--- src/rtl/bcd_ninecomp_pkg.sv ---
package bcd_ninecomp_pkg;

  localparam int unsigned NIBBLE_W = 4;
  localparam logic [NIBBLE_W-1:0] NINE_CODE = 4'b1001;

  typedef enum logic [1:0] {
    DM_PASS  = 2'd0,
    DM_NINES = 2'd1,
    DM_CLEAR = 2'd2
  } dmode_e;

endpackage

--- src/rtl/bcd_ninecomp_mode.sv ---
module bcd_ninecomp_mode
  import bcd_ninecomp_pkg::*;
(
  input  logic   keep_hi_i,
  input  logic   keep_n_i,
  input  logic   clear_i,
  output dmode_e mode_o
);

  // Clear has priority; complement only when neither disable is active.
  always_comb begin
    if (clear_i)                     mode_o = DM_CLEAR;
    else if (!keep_hi_i && keep_n_i) mode_o = DM_NINES;
    else                             mode_o = DM_PASS;
  end

endmodule

--- src/rtl/bcd_ninecomp_slice.sv ---
module bcd_ninecomp_slice
  import bcd_ninecomp_pkg::*;
(
  input  dmode_e              mode_i,
  input  logic [NIBBLE_W-1:0] d_i,
  output logic [NIBBLE_W-1:0] q_o
);

  logic [NIBBLE_W-1:0] nines;

  // Wraps modulo 16 for the six non-decimal codes.
  assign nines = NINE_CODE - d_i;

  always_comb begin
    unique case (mode_i)
      DM_CLEAR: q_o = '0;
      DM_NINES: q_o = nines;
      default:  q_o = d_i;
    endcase
  end

endmodule

--- src/rtl/bcd_ninecomp.sv ---
module bcd_ninecomp
  import bcd_ninecomp_pkg::*;
#(
  parameter int unsigned NUM_DIGITS = 4,
  localparam int unsigned WORD_W = NUM_DIGITS * NIBBLE_W
) (
  input  logic [WORD_W-1:0] digit_i,
  input  logic              keep_hi_i,
  input  logic              keep_n_i,
  input  logic              clear_i,
  output logic [WORD_W-1:0] digit_o
);

  dmode_e mode;

  bcd_ninecomp_mode u_mode (
    .keep_hi_i (keep_hi_i),
    .keep_n_i  (keep_n_i),
    .clear_i   (clear_i),
    .mode_o    (mode)
  );

  for (genvar k = 0; k < NUM_DIGITS; k++) begin : g_digit
    bcd_ninecomp_slice u_slice (
      .mode_i (mode),
      .d_i    (digit_i[k*NIBBLE_W +: NIBBLE_W]),
      .q_o    (digit_o[k*NIBBLE_W +: NIBBLE_W])
    );
  end

endmodule

--- config.mk ---
export PLATFORM = sky130hd
export DESIGN_NAME = bcd_ninecomp
export DESIGN_NICKNAME = d
export VERILOG_FILES = /design/src/rtl/bcd_ninecomp_pkg.sv /design/src/rtl/bcd_ninecomp_mode.sv /design/src/rtl/bcd_ninecomp_slice.sv /design/src/rtl/bcd_ninecomp.sv
export SDC_FILE = /design/constraint.sdc
export NUM_CORES = 1
export LEC_CHECK = 0
export BUFFER_PORTS_ARGS = -buffer_cell sky130_fd_sc_hd__clkbuf_2
export CELL_PAD_IN_SITES_DETAIL_PLACEMENT = 0
export CELL_PAD_IN_SITES_GLOBAL_PLACEMENT = 1
export CORE_AREA = 10 10 49 51
export DETAILED_ROUTE_END_ITERATION = 10
export DIE_AREA = 0 0 59 61
export PLACE_DENSITY_LB_ADDON = 0.1
export RECOVER_POWER = 100
export SLEW_MARGIN = 10
export SYNTH_ARGS = -nofsm -noshare
export SYNTH_HDL_FRONTEND = slang
export SYNTH_SLANG_ARGS = --single-unit
--- constraint.sdc ---
create_clock -name vclk -period 0.8
set_input_delay 0 -clock vclk [all_inputs]
set_output_delay 0 -clock vclk [all_outputs]
set_load 0.1 [all_outputs]
==> flow_metrics.env <==
export IMPL_antenna_found_initial=0
export IMPL_final_setup_worst_slack_ns=-0.162
export IMPL_yosysWarnings=0
export IMPL_nClkBuffers=0
export IMPL_die_area_um2=3600
export IMPL_drc=0
export IMPL_nFlopsAndLatches=0
export IMPL_synth_most_common_cell="nor2_1"
export IMPL_routed_via_density=4.79
export IMPL_vias=527
export IMPL_grt_start_max_net_pins=10
export IMPL_grt_pass1_wl_mm=3.37
export IMPL_fp_dieW_um=59
export IMPL_rows=14
export IMPL_drt_iter0_drc=3
export IMPL_hold_buffers=0
export IMPL_start_util_pct=21.3
export IMPL_synth_top_area_share_pct=19.1
export IMPL_synth_area_leader_cell="nor2_1"
export IMPL_final_max_slew_viol_count=0
export IMPL_synth_nets=71
export IMPL_max_freq_ghz=1.04
export IMPL_hold_violations=0
export IMPL_netlist_top_cells_count="16 x nor2_1, 8 x inv_1"
export IMPL_violations="negative setup slack"
export IMPL_synth_cells=48
export IMPL_ant_nets=0
export IMPL_grt_total_usage_pct=11.8
export IMPL_place_gp_congestion=0.674
export IMPL_start_kind="input port"
export IMPL_status="complete, but fails checks"
export IMPL_fin_nets=119
export IMPL_netlist_area_um2=314
export IMPL_area_growth_pct=341
export IMPL_first_pass_iters=4
export IMPL_grt_pass1_vias=661
export IMPL_max_slew_margin_pct=81.0
export IMPL_min_period_ns=0.962
export IMPL_cp_arrival_ns=0.96
export IMPL_io_pins=35
export IMPL_numPortBuffers=35
export IMPL_finalCritPeriodShare_pct=120
export IMPL_worst_ir_drop_vdd_uv=810
export IMPL_fp_dieH_um=61
export IMPL_dp_cells=106
export IMPL_endpoint_kind="primary output"
export IMPL_register_area_um2=0
export IMPL_finalSetupTns_ns=-1.45
export IMPL_fin_hold_ws_ns=0.450
export IMPL_worstPathCellList="buf_12 > inv_16 > ha_4 > nand3b_1 > xor2_2 > nor2_4 > buf_12"
export IMPL_avgSynthCellArea_um2=6.54
export IMPL_seq_area_frac_synth_pct=0
export IMPL_worst_ep_required_time_ns=0.80
export IMPL_finalNonFillerCells=110
export IMPL_wl_per_cell_um=24.3
export IMPL_hold_class="input port to primary output"
export IMPL_power_total_uw=1300
export IMPL_rsz0062_at_grt="true"
export IMPL_dp_hpwl_mm=1.28
export IMPL_synth_area_leaders="nor2_1 19%, ha_1 16%, mux2i_1 13%, xnor2_1 11%, xor2_1 11%"
export IMPL_setup_viol=13
export IMPL_diodes=0
export IMPL_grt_overflow_total=0
export IMPL_critPathMaxFanout=2
export IMPL_max_stage_delay_ns=0.23
export IMPL_coreArea_um2=1470
export IMPL_drive_above_1_share_pct=95.7
export IMPL_crit_slowest_cell="xor2_2"
export IMPL_tightest_slew_ns=0.285
export IMPL_drt_wl_total_mm=2.68
export IMPL_cap_violations=0
export IMPL_p_leak_uw=0.000559
export IMPL_path_class="input port to primary output"
export IMPL_power_density_nw_per_um2=936
export IMPL_worst_path_most_repeated_cell="buf_12"
export IMPL_ys_types=11
## logic make-up (layout without fill, tap and decap cells)
family	after synthesis	count (layout)	share of synthesized area, %
fa+ha+maj	4	4	15.9
xor+xnor	8	8	22.3
mux	4	4	12.7
buf+inv	11	57	15.9
simple gates	21	21	33.1
## per-stage QoR
| stage | worst slack [ns] | util (%) | area (um^2) |
|---|---|---|---|
| final | -0.162 | 94.0 | 1380 |
| after global routing | -0.203 | 94.0 | 1380 |
| after CTS | -0.116 | 91.4 | 1350 |
| after detailed placement | -0.199 | 77.3 | 1140 |
| after global placement | -0.179 | 77.3 | 1140 |
| after floorplan | -0.144 | - | 669 |
## power by group
part / total, uW / leakage (uW) / internal (uW) / switching, uW
Combinational: 1300 / 0.000559 / 543 / 753
Clock: 0 / 0 / 0 / 0
Sequential: 0 / 0 / 0 / 0
## final timing paths
check / from / endpoint / slack (ns) / cells after the start
min: digit_i[12] / digit_o[12] / 0.45 / 4
max: digit_i[13] / digit_o[15] / -0.16 / 7
## cell usage in the layout (no fill, tap or decap)
| cell type | n |
|---|---|
| xnor2_4 | 3 |
| clkbuf_4 | 1 |
| clkbuf_16 | 4 |
| clkbuf_8 | 2 |
| xor2_2 | 4 |
| ha_4 | 4 |
| nand3b_1 | 4 |
| mux2i_4 | 4 |
| buf_8 | 4 |
| xnor2_2 | 1 |
| clkbuf_2 | 9 |
| buf_4 | 10 |
| clkinv_8 | 1 |
| inv_8 | 3 |
| nor2_2 | 1 |
| nor2_4 | 15 |
| buf_12 | 15 |
| inv_16 | 4 |
| buf_6 | 4 |
| nor2b_4 | 1 |
## per-layer routing
layer | GRT usage (%) | wire length (um) | vias to the layer above
met5 | 0 | 0 | -
met4 | 0.656 | 108 | 0
met3 | 5.22 | 250 | 9
met2 | 22.5 | 1410 | 35
met1 | 12.0 | 906 | 247
li1 | - | - | 236
## final cells by class
type | count | area (um^2)
tap | 16 | 20.0
inverter | 8 | 130
fill | 34 | 87.6
multi-input combinational | 37 | 573
timing repair buffer | 49 | 661
## critical path, delay by kind of cell
kind                       cells  cell delay (ns)
and+or+nand+nor                2             0.27
buffers and inverters          3             0.33
adders and majority gates      1             0.10
xor gates and xnor gates       1             0.23
## what timing repair did
action                     CTS  global route
buffers inserted             3             1
setup endpoints to repair   12            12
resized for setup           31            16
pin swaps                   11             7
gates cloned                 0             0
Note: power is estimated with default switching activity, not from simulation.
